**src/rtl/aux_rty_pkg.sv**
```systemverilog
package aux_rty_pkg;
  typedef enum logic [2:0] {
    ST_OK = 3'd0, ST_NACK = 3'd1, ST_TIMEOUT = 3'd2,
    ST_PROTO = 3'd3, ST_DISCON = 3'd4, ST_UNKNOWN = 3'd5
  } xfer_status_e;

  typedef enum logic [1:0] {
    CH_OK = 2'd0, CH_INVALID = 2'd1, CH_TIMEOUT = 2'd2, CH_DISCON = 2'd3
  } chan_res_e;

  typedef enum logic [2:0] {
    S_IDLE, S_ISSUE, S_WAIT, S_GAP, S_STOP_ISSUE, S_STOP_WAIT, S_DONE
  } fsm_e;

  localparam logic [3:0] RP_ACK       = 4'd0;
  localparam logic [3:0] RP_NACK      = 4'd1;
  localparam logic [3:0] RP_DEFER     = 4'd2;
  localparam logic [3:0] RP_I2C_DEFER = 4'd8;

  // retry counter bank indices
  localparam int K_TMO  = 0;
  localparam int K_INV  = 1;
  localparam int K_DEFA = 2;
  localparam int K_DEFI = 3;
  localparam int K_PART = 4;
  localparam int K_ACKM = 5;
  localparam int NUM_K  = 6;

  localparam int LIM_INV = 1;
  localparam int LIM_TMO = 2;
  localparam int LIM_DEF = 6;
endpackage

```
**src/rtl/aux_rty_cnt.sv**
```systemverilog
module aux_rty_cnt #(
  parameter int CNT_W = 4
) (
  input  logic             clk_i,
  input  logic             rst_ni,
  input  logic             clr_i,
  input  logic             inc_i,
  input  logic [CNT_W-1:0] limit_i,
  output logic             exceed_o
);
  logic [CNT_W-1:0] cnt_q;

  always_ff @(posedge clk_i or negedge rst_ni) begin
    if (!rst_ni)                          cnt_q <= '0;
    else if (clr_i)                       cnt_q <= '0;
    else if (inc_i && (cnt_q != '1))      cnt_q <= cnt_q + 1'b1;
  end

  // asserted when the next increment would pass the limit
  assign exceed_o = ({1'b0, cnt_q} + 1'b1) > {1'b0, limit_i};
endmodule

```
**src/rtl/aux_rty_cmd.sv**
```systemverilog
module aux_rty_cmd #(
  parameter int ADDR_W = 20
) (
  input  logic              wr_i,
  input  logic              i2c_i,
  input  logic              mot_i,
  input  logic              stat_req_i,
  input  logic [ADDR_W-1:0] addr_i,
  output logic [3:0]        cmd_o,
  output logic [ADDR_W-1:0] addr_o
);
  always_comb begin
    if (!i2c_i)          cmd_o = {3'b100, ~wr_i};
    else if (stat_req_i) cmd_o = {1'b0, mot_i, 2'b10};
    else                 cmd_o = {1'b0, mot_i, 1'b0, ~wr_i};
  end

  assign addr_o = i2c_i ? (addr_i >> 1) : addr_i;
endmodule

```
**src/rtl/aux_rty_gap.sv**
```systemverilog
module aux_rty_gap #(
  parameter int WAIT_W = 8
) (
  input  logic              clk_i,
  input  logic              rst_ni,
  input  logic              load_i,
  input  logic [WAIT_W-1:0] len_i,
  output logic              expired_o
);
  logic [WAIT_W-1:0] cnt_q;

  always_ff @(posedge clk_i or negedge rst_ni) begin
    if (!rst_ni)             cnt_q <= '0;
    else if (load_i)         cnt_q <= len_i - 1'b1;
    else if (cnt_q != '0)    cnt_q <= cnt_q - 1'b1;
  end

  assign expired_o = (cnt_q == '0);
endmodule

```
**src/rtl/aux_rty_ctrl.sv**
```systemverilog
module aux_rty_ctrl
  import aux_rty_pkg::*;
#(
  parameter int ADDR_W = 20,
  parameter int LEN_W  = 5,
  parameter int CNT_W  = 4,
  parameter int WAIT_W = 8
) (
  input  logic              clk_i,
  input  logic              rst_ni,
  input  logic              start_i,
  input  logic              op_write_i,
  input  logic              i2c_space_i,
  input  logic              mot_i,
  input  logic [ADDR_W-1:0] addr_i,
  input  logic [LEN_W-1:0]  len_i,
  input  logic [WAIT_W-1:0] cfg_wait_i,
  input  logic [CNT_W-1:0]  cfg_defer_max_i,
  output logic              req_valid_o,
  input  logic              req_ready_i,
  output logic [3:0]        req_cmd_o,
  output logic [ADDR_W-1:0] req_addr_o,
  output logic [LEN_W-1:0]  req_len_o,
  output logic [LEN_W-1:0]  req_off_o,
  input  logic              rsp_valid_i,
  input  logic [1:0]        rsp_chan_i,
  input  logic [3:0]        rsp_reply_i,
  input  logic [LEN_W-1:0]  rsp_bytes_i,
  output logic              busy_o,
  output logic              done_o,
  output logic [2:0]        status_o
);
  localparam logic [CNT_W-1:0] DEF_LIM = CNT_W'(LIM_DEF);

  fsm_e              state_q;
  logic              wr_q, i2c_q, mot_q, stat_req_q;
  logic [ADDR_W-1:0] addr_q;
  logic [LEN_W-1:0]  remain_q, off_q;
  logic [WAIT_W-1:0] wait_q;
  logic [CNT_W-1:0]  defmax_q;
  xfer_status_e      status_q;

  logic              stop_phase, rsp_take, gap_load, gap_exp, need_stop;
  logic              fin, shrink, go_stat;
  xfer_status_e      fin_st;
  logic [NUM_K-1:0]  inc_v, clr_v, exc_v;
  logic [CNT_W-1:0]  lim [NUM_K];
  logic [CNT_W-1:0]  wr_def_lim;

  assign stop_phase = (state_q == S_STOP_ISSUE) || (state_q == S_STOP_WAIT);
  assign rsp_take   = (state_q == S_WAIT) && rsp_valid_i;

  // ---- retry counter bank
  assign wr_def_lim = (defmax_q > DEF_LIM) ? defmax_q : DEF_LIM;

  always_comb begin
    lim[K_TMO]  = CNT_W'(LIM_TMO);
    lim[K_INV]  = CNT_W'(LIM_INV);
    lim[K_DEFA] = wr_q ? wr_def_lim : DEF_LIM;
    lim[K_DEFI] = wr_q ? wr_def_lim : DEF_LIM;
    lim[K_PART] = CNT_W'(LIM_INV);
    lim[K_ACKM] = DEF_LIM;
  end

  for (genvar k = 0; k < NUM_K; k++) begin : g_cnt
    aux_rty_cnt #(.CNT_W(CNT_W)) u_cnt (
      .clk_i    (clk_i),
      .rst_ni   (rst_ni),
      .clr_i    (clr_v[k]),
      .inc_i    (inc_v[k]),
      .limit_i  (lim[k]),
      .exceed_o (exc_v[k])
    );
  end

  // ---- reply decision
  always_comb begin
    inc_v = '0; clr_v = '0;
    fin = 1'b0; fin_st = ST_OK; shrink = 1'b0; go_stat = 1'b0;
    case (chan_res_e'(rsp_chan_i))
      CH_INVALID: begin
        inc_v[K_INV] = 1'b1;
        if (exc_v[K_INV]) begin fin = 1'b1; fin_st = ST_PROTO; end
      end
      CH_TIMEOUT: begin
        inc_v[K_TMO] = 1'b1;
        if (exc_v[K_TMO]) begin fin = 1'b1; fin_st = ST_TIMEOUT; end
      end
      CH_DISCON: begin fin = 1'b1; fin_st = ST_DISCON; end
      default: begin
        clr_v[K_TMO] = 1'b1;
        clr_v[K_INV] = 1'b1;
        case (rsp_reply_i)
          RP_ACK: begin
            if (!wr_q) begin
              clr_v[K_DEFA] = 1'b1;
              if (rsp_bytes_i > remain_q) begin
                fin = 1'b1; fin_st = ST_PROTO;
              end else if (rsp_bytes_i < remain_q) begin
                shrink = 1'b1;
                inc_v[K_PART] = 1'b1;
                if (exc_v[K_PART]) begin fin = 1'b1; fin_st = ST_PROTO; end
              end else begin
                fin = 1'b1;
              end
            end else if (rsp_bytes_i != '0) begin
              go_stat = 1'b1;
              inc_v[K_ACKM] = 1'b1;
              if (exc_v[K_ACKM]) begin fin = 1'b1; fin_st = ST_TIMEOUT; end
            end else begin
              fin = 1'b1;
            end
          end
          RP_NACK: begin fin = 1'b1; fin_st = ST_NACK; end
          RP_DEFER: begin
            inc_v[K_DEFA] = 1'b1;
            if (exc_v[K_DEFA]) begin fin = 1'b1; fin_st = ST_TIMEOUT; end
          end
          RP_I2C_DEFER: begin
            clr_v[K_DEFA] = 1'b1;
            inc_v[K_DEFI] = 1'b1;
            go_stat = wr_q;
            if (exc_v[K_DEFI]) begin fin = 1'b1; fin_st = ST_TIMEOUT; end
          end
          default: begin fin = 1'b1; fin_st = ST_UNKNOWN; end
        endcase
      end
    endcase
    if (!rsp_take) begin
      inc_v = '0; clr_v = '0;
    end
    if ((state_q == S_IDLE) && start_i) clr_v = '1;
  end

  assign need_stop = i2c_q && (!mot_q || (fin_st != ST_OK));
  assign gap_load  = rsp_take && !fin && i2c_q && (wait_q != '0);

  aux_rty_gap #(.WAIT_W(WAIT_W)) u_gap (
    .clk_i     (clk_i),
    .rst_ni    (rst_ni),
    .load_i    (gap_load),
    .len_i     (wait_q),
    .expired_o (gap_exp)
  );

  // ---- sequencer
  always_ff @(posedge clk_i or negedge rst_ni) begin
    if (!rst_ni) begin
      state_q    <= S_IDLE;
      wr_q       <= 1'b0;
      i2c_q      <= 1'b0;
      mot_q      <= 1'b0;
      stat_req_q <= 1'b0;
      addr_q     <= '0;
      remain_q   <= '0;
      off_q      <= '0;
      wait_q     <= '0;
      defmax_q   <= '0;
      status_q   <= ST_OK;
    end else begin
      case (state_q)
        S_IDLE: if (start_i) begin
          wr_q       <= op_write_i;
          i2c_q      <= i2c_space_i;
          mot_q      <= mot_i;
          stat_req_q <= 1'b0;
          addr_q     <= addr_i;
          remain_q   <= len_i;
          off_q      <= '0;
          wait_q     <= cfg_wait_i;
          defmax_q   <= cfg_defer_max_i;
          status_q   <= ST_OK;
          state_q    <= S_ISSUE;
        end
        S_ISSUE: if (req_ready_i) state_q <= S_WAIT;
        S_WAIT: if (rsp_valid_i) begin
          if (shrink) begin
            remain_q <= remain_q - rsp_bytes_i;
            off_q    <= off_q + rsp_bytes_i;
          end
          if (go_stat) begin
            stat_req_q <= 1'b1;
            remain_q   <= '0;
          end
          if (fin) begin
            status_q <= fin_st;
            state_q  <= need_stop ? S_STOP_ISSUE : S_DONE;
          end else begin
            state_q  <= gap_load ? S_GAP : S_ISSUE;
          end
        end
        S_GAP:        if (gap_exp) state_q <= S_ISSUE;
        S_STOP_ISSUE: if (req_ready_i) state_q <= S_STOP_WAIT;
        S_STOP_WAIT:  if (rsp_valid_i) state_q <= S_DONE;
        default:      state_q <= S_IDLE;
      endcase
    end
  end

  aux_rty_cmd #(.ADDR_W(ADDR_W)) u_cmd (
    .wr_i       (wr_q),
    .i2c_i      (i2c_q),
    .mot_i      (mot_q && !stop_phase),
    .stat_req_i (stat_req_q && !stop_phase),
    .addr_i     (addr_q),
    .cmd_o      (req_cmd_o),
    .addr_o     (req_addr_o)
  );

  assign req_valid_o = (state_q == S_ISSUE) || (state_q == S_STOP_ISSUE);
  assign req_len_o   = stop_phase ? '0 : remain_q;
  assign req_off_o   = stop_phase ? '0 : off_q;
  assign busy_o      = (state_q != S_IDLE);
  assign done_o      = (state_q == S_DONE);
  assign status_o    = status_q;
endmodule

```
**config.mk**
```make
export PLATFORM = sky130hd
export DESIGN_NAME = aux_rty_ctrl
export DESIGN_NICKNAME = d
export VERILOG_FILES = /design/src/rtl/aux_rty_pkg.sv /design/src/rtl/aux_rty_cnt.sv /design/src/rtl/aux_rty_cmd.sv /design/src/rtl/aux_rty_gap.sv /design/src/rtl/aux_rty_ctrl.sv
export SDC_FILE = /design/constraint.sdc
export NUM_CORES = 1
export LEC_CHECK = 0
export ABC_CLOCK_PERIOD_IN_PS = 6300
export CORE_ASPECT_RATIO = 0.8
export CORE_MARGIN = 5
export CORE_UTILIZATION = 50
export CTS_CLUSTER_DIAMETER = 100
export DETAILED_ROUTE_END_ITERATION = 10
export GPL_TIMING_DRIVEN = 0
export PLACE_DENSITY = 0.77
export SLEW_MARGIN = 10
export SYNTH_ARGS = -nofsm -noshare
export SYNTH_HDL_FRONTEND = slang
export SYNTH_SLANG_ARGS = --single-unit
export TNS_END_PERCENT = 1
```
**constraint.sdc**
```tcl
create_clock -name clk_i -period 6.3 [get_ports clk_i]
set_clock_uncertainty 0.15 [all_clocks]
set_input_delay 0.945 -clock clk_i [delete_from_list [all_inputs] [get_ports clk_i]]
set_output_delay 0.945 -clock clk_i [all_outputs]
set_load 0.01 [all_outputs]
```
==> results.sh <==
export IMPL_clk_insertion_delay_late_ps=340
export IMPL_cp_end_kind="flop"
export IMPL_worst_setup_path_start_kind="input port"
export IMPL_power_per_cell_area_nw_per_um2=422
export IMPL_quantity_of_i_o_buffers_inserted_on_ports=94
export IMPL_timing_max_cap_violations=0
export IMPL_fin_hold_ws_ps=337
export IMPL_peakVddDrop_uv=246
export IMPL_grt_setup_unrepaired="false"
export IMPL_timing_final_hold_violations=0
export IMPL_ios=96
export IMPL_main_combinational_cell_family_by_area_after_synthesis="simple AND/OR/NAND/NOR gates"
export IMPL_synthesis_yosys_warnings=0
export IMPL_numPlacedInstances=839
export IMPL_cts_tree="built"
export IMPL_route_final_wire_length_um=13300
export IMPL_layout_cells_non_filler=854
export IMPL_post_route_cells_drive_above_1_share_pct=7.00
export IMPL_yosys_area_share_simple_pct=24.4
export IMPL_num_nets_final=796
export IMPL_fin_crit_ps=4660
export IMPL_n_antenna_cell=0
export IMPL_post_synth_fa_ha_maj_area_fraction_pct=7.70
export IMPL_ant_nets=0
export IMPL_yosys_area_share_xor_xnor_pct=3.71
export IMPL_post_cts_setup_buffer_count=0
export IMPL_final_period_utilization_pct=73.9
export IMPL_drtIter0Drc=395
export IMPL_core_utilization_of_the_finished_layout_pct=65.2
export IMPL_first_global_vias=4615
export IMPL_timing_worst_setup_path_type="in -> reg"
export IMPL_design_core_area_sq_um=10200
export IMPL_root_buffer="sky130_fd_sc_hd__clkbuf_16"
export IMPL_cts_sinks=84
export IMPL_fp_dieArea_sq_um=12600
export IMPL_cts_repair_resized=0
export IMPL_synth_enable_flop_cells=0
export IMPL_syn_area_sq_um=5200
export IMPL_result_of_the_run="completed"
export IMPL_initial_utilization_pct=51.0
export IMPL_timing_critical_path_cells="clkdlybuf4s50_1, inv_1, ha_1, and3_1, and3_1, a211oi_1, a221o_2, a31oi_4, or4_4, buf_8, mux2i_1, ha_1, nand2_1, or3_1, nor3_1, a21oi_1, a21oi_1"
export IMPL_mostFrequentLayoutCells="sky130_fd_sc_hd__nand2_1 (150), sky130_fd_sc_hd__clkdlybuf4s50_1 (93), sky130_fd_sc_hd__dfrtp_1 (84)"
export IMPL_num_rows=33
export IMPL_layout_commonest_cell="sky130_fd_sc_hd__nand2_1"
export IMPL_setup_tns_final_ps=0
export IMPL_die_x_um=124
export IMPL_timing_worst_slew_pin_value_ps=773
export IMPL_routedLengthMet1_um=5820
export IMPL_via_count=4711
export IMPL_cts_inserted_buffers=9
export IMPL_synth_largest_area_cell="sky130_fd_sc_hd__dfrtp_1"
export IMPL_grt_pass1_wl_um=21500
export IMPL_yosys_top_cells_area="sky130_fd_sc_hd__dfrtp_1 (40%), sky130_fd_sc_hd__nand2_1 (11%), sky130_fd_sc_hd__ha_1 (6.7%), sky130_fd_sc_hd__mux2_2 (4.3%), sky130_fd_sc_hd__nor2_1 (3.2%)"
export IMPL_top_layer_used="met4"
export IMPL_ffs_latches_synth=84
export IMPL_setup_violations=0
export IMPL_grt_max_degree=58
export IMPL_netlist_area_leader_share_pct=40.4
export IMPL_die_h_um=101
export IMPL_critical_path_slowest_cell="sky130_fd_sc_hd__clkdlybuf4s50_1"
export IMPL_dp_hpwl_um=9980
export IMPL_final_gp_congestion=0.898
export IMPL_syn_area_per_cell_sq_um=8.61
export IMPL_relSlewSlack_pct=48.1
export IMPL_grt_antenna_before_repair=0
export IMPL_drt_drc_violations_left=0
export IMPL_grt_use_total_pct=21.5
export IMPL_yosysSeqAreaShare_pct=40.4
export IMPL_globalRoute_totalOverflow=0
export IMPL_yosysUniqueCellTypes=60
export IMPL_syn2layout_area_growth_pct=27.8
export IMPL_wl_met2_um=6400
export IMPL_p_leak_nw=3.08
export IMPL_clk_pin_slew_worst_paths_ps=60
export IMPL_worst_path_largest_cell_delay_ps=540
export IMPL_h_tree_depth=3
export IMPL_hold_path_class="reg -> reg"
export IMPL_postSynth_topFlopCell="sky130_fd_sc_hd__dfrtp_1"
export IMPL_dr_pass1_iters=5
export IMPL_synth_compound_area_share_pct=13.8
export IMPL_path_max_fanout=9
export IMPL_cts_hold_buf=0
export IMPL_postSynthCellCount=604
export IMPL_report_final_slew_viol_count=0
export IMPL_vias_per_cell=5.52
export IMPL_clockBufferDepth=2
export IMPL_routedWlPerCell_um=15.5
export IMPL_synth_mux_area_fraction_pct=6.06
export IMPL_synth_async_sr_flop_share_pct=100
export IMPL_arrival_ps=4770
export IMPL_achievable_frequency_mhz=215
export IMPL_critPathRequiredTime_ps=6410
export IMPL_route_met3_wl_um=785
export IMPL_synthesis_nets=690
-- synthesized netlist by cell type, types with 4 or more instances --
cell                       number
sky130_fd_sc_hd__mux2_2        20
sky130_fd_sc_hd__and2_1        13
sky130_fd_sc_hd__a21o_1         4
sky130_fd_sc_hd__or3_1          6
sky130_fd_sc_hd__nor2b_1        6
sky130_fd_sc_hd__nor2_1        44
sky130_fd_sc_hd__dfrtp_1       84
sky130_fd_sc_hd__xnor2_1       14
sky130_fd_sc_hd__or4_1          4
sky130_fd_sc_hd__a221oi_1       4
sky130_fd_sc_hd__nand3_1       13
sky130_fd_sc_hd__clkbuf_1      18
sky130_fd_sc_hd__nor3_1        12
sky130_fd_sc_hd__xor2_1         8
sky130_fd_sc_hd__o31ai_1        6
sky130_fd_sc_hd__inv_1         25
sky130_fd_sc_hd__o21ai_0       28
sky130_fd_sc_hd__a211oi_1       6
sky130_fd_sc_hd__nand2_1      150
sky130_fd_sc_hd__mux2i_1        9
sky130_fd_sc_hd__nand2b_1       7
sky130_fd_sc_hd__a21oi_1       32
sky130_fd_sc_hd__and3_1         6
sky130_fd_sc_hd__ha_1          28
-- flip-flops by register name, summed over array words and instances, names as in the netlist --
signal	flops
off_q	5
wait_q	8
addr_q	20
g_cnt.u_cnt.cnt_q	24
stat_req_q	1
defmax_q	4
wr_q	1
status_o	3
remain_q	5
mot_q	1
state_q	3
i2c_q	1
u_gap.cnt_q	8
-- worst max-delay path, delay by kind of cell --
kind	cells	cell delay, ps
AND/OR/NAND/NOR	6	1420
AO/OA/AOI/OAI	5	900
multiplexers	1	150
adder cells (fa/ha/maj)	2	590
buffers and inverters	3	770
-- metal layers --
layer,global-route usage (%),vias to the layer above
met1,28.4,2244
met4,6.14,0
met2,35.5,140
li1,-,2303
met5,0,-
met3,5.08,24
-- layout make-up --
| cell class | count | area [sq um] |
|---|---|---|
| buffer | 23 | 108 |
| timing repair buffer | 95 | 966 |
| fill | 851 | 3550 |
| inverter | 25 | 93.8 |
| sequential | 84 | 2100 |
| clock inverter | 5 | 77.6 |
| tap | 140 | 175 |
| multi-input combinational | 472 | 2900 |
| clock buffer | 10 | 229 |
-- cells by family after synthesis --
family                   after synthesis
AO/OA/AOI/OAI                        111
XOR/XNOR                              22
adder cells (fa/ha/maj)               31
buffers and inverters                 48
flip-flops                            84
multiplexers                          29
AND/OR/NAND/NOR                      279
-- where the power goes --
| group | total, mW | switching (mW) | leakage [nW] | internal, mW |
|---|---|---|---|---|
| registers | 0.880 | 0.156 | 1.09 | 0.724 |
| clock network | 0.556 | 0.212 | 0.148 | 0.344 |
| logic | 1.37 | 0.704 | 1.85 | 0.669 |
| total | 2.81 | 1.07 | 3.08 | 1.74 |
-- stage by stage --
stage / instance area, sq um / worst slack, ps / power, mW
global placement: 6320 / 1090 / 2.19
detailed placement: 6340 / 1340 / 2.25
CTS: 6650 / 1670 / 2.82
global route: 6650 / 1360 / 3.00
floorplan: 5200 / 2210 / 1.69
finish: 6650 / 1640 / 2.81
-- path summary, 6_finish.rpt --
kind / from / end / slack [ps] / depth (start not counted)
setup reg to reg: wr_q / u_gap.cnt_q[6] / 2150 / 18
hold / removal: status_o[0] / status_o[0] / 340 / 2
max in group asynchronous: rst_ni / mot_q / 4990 / 2
min in group asynchronous: rst_ni / remain_q[1] / 390 / 1
hold reg to reg: status_o[0] / status_o[0] / 340 / 2
setup / recovery: rsp_bytes_i[3] / u_gap.cnt_q[6] / 1640 / 17
(Power assumes the default switching activity.)
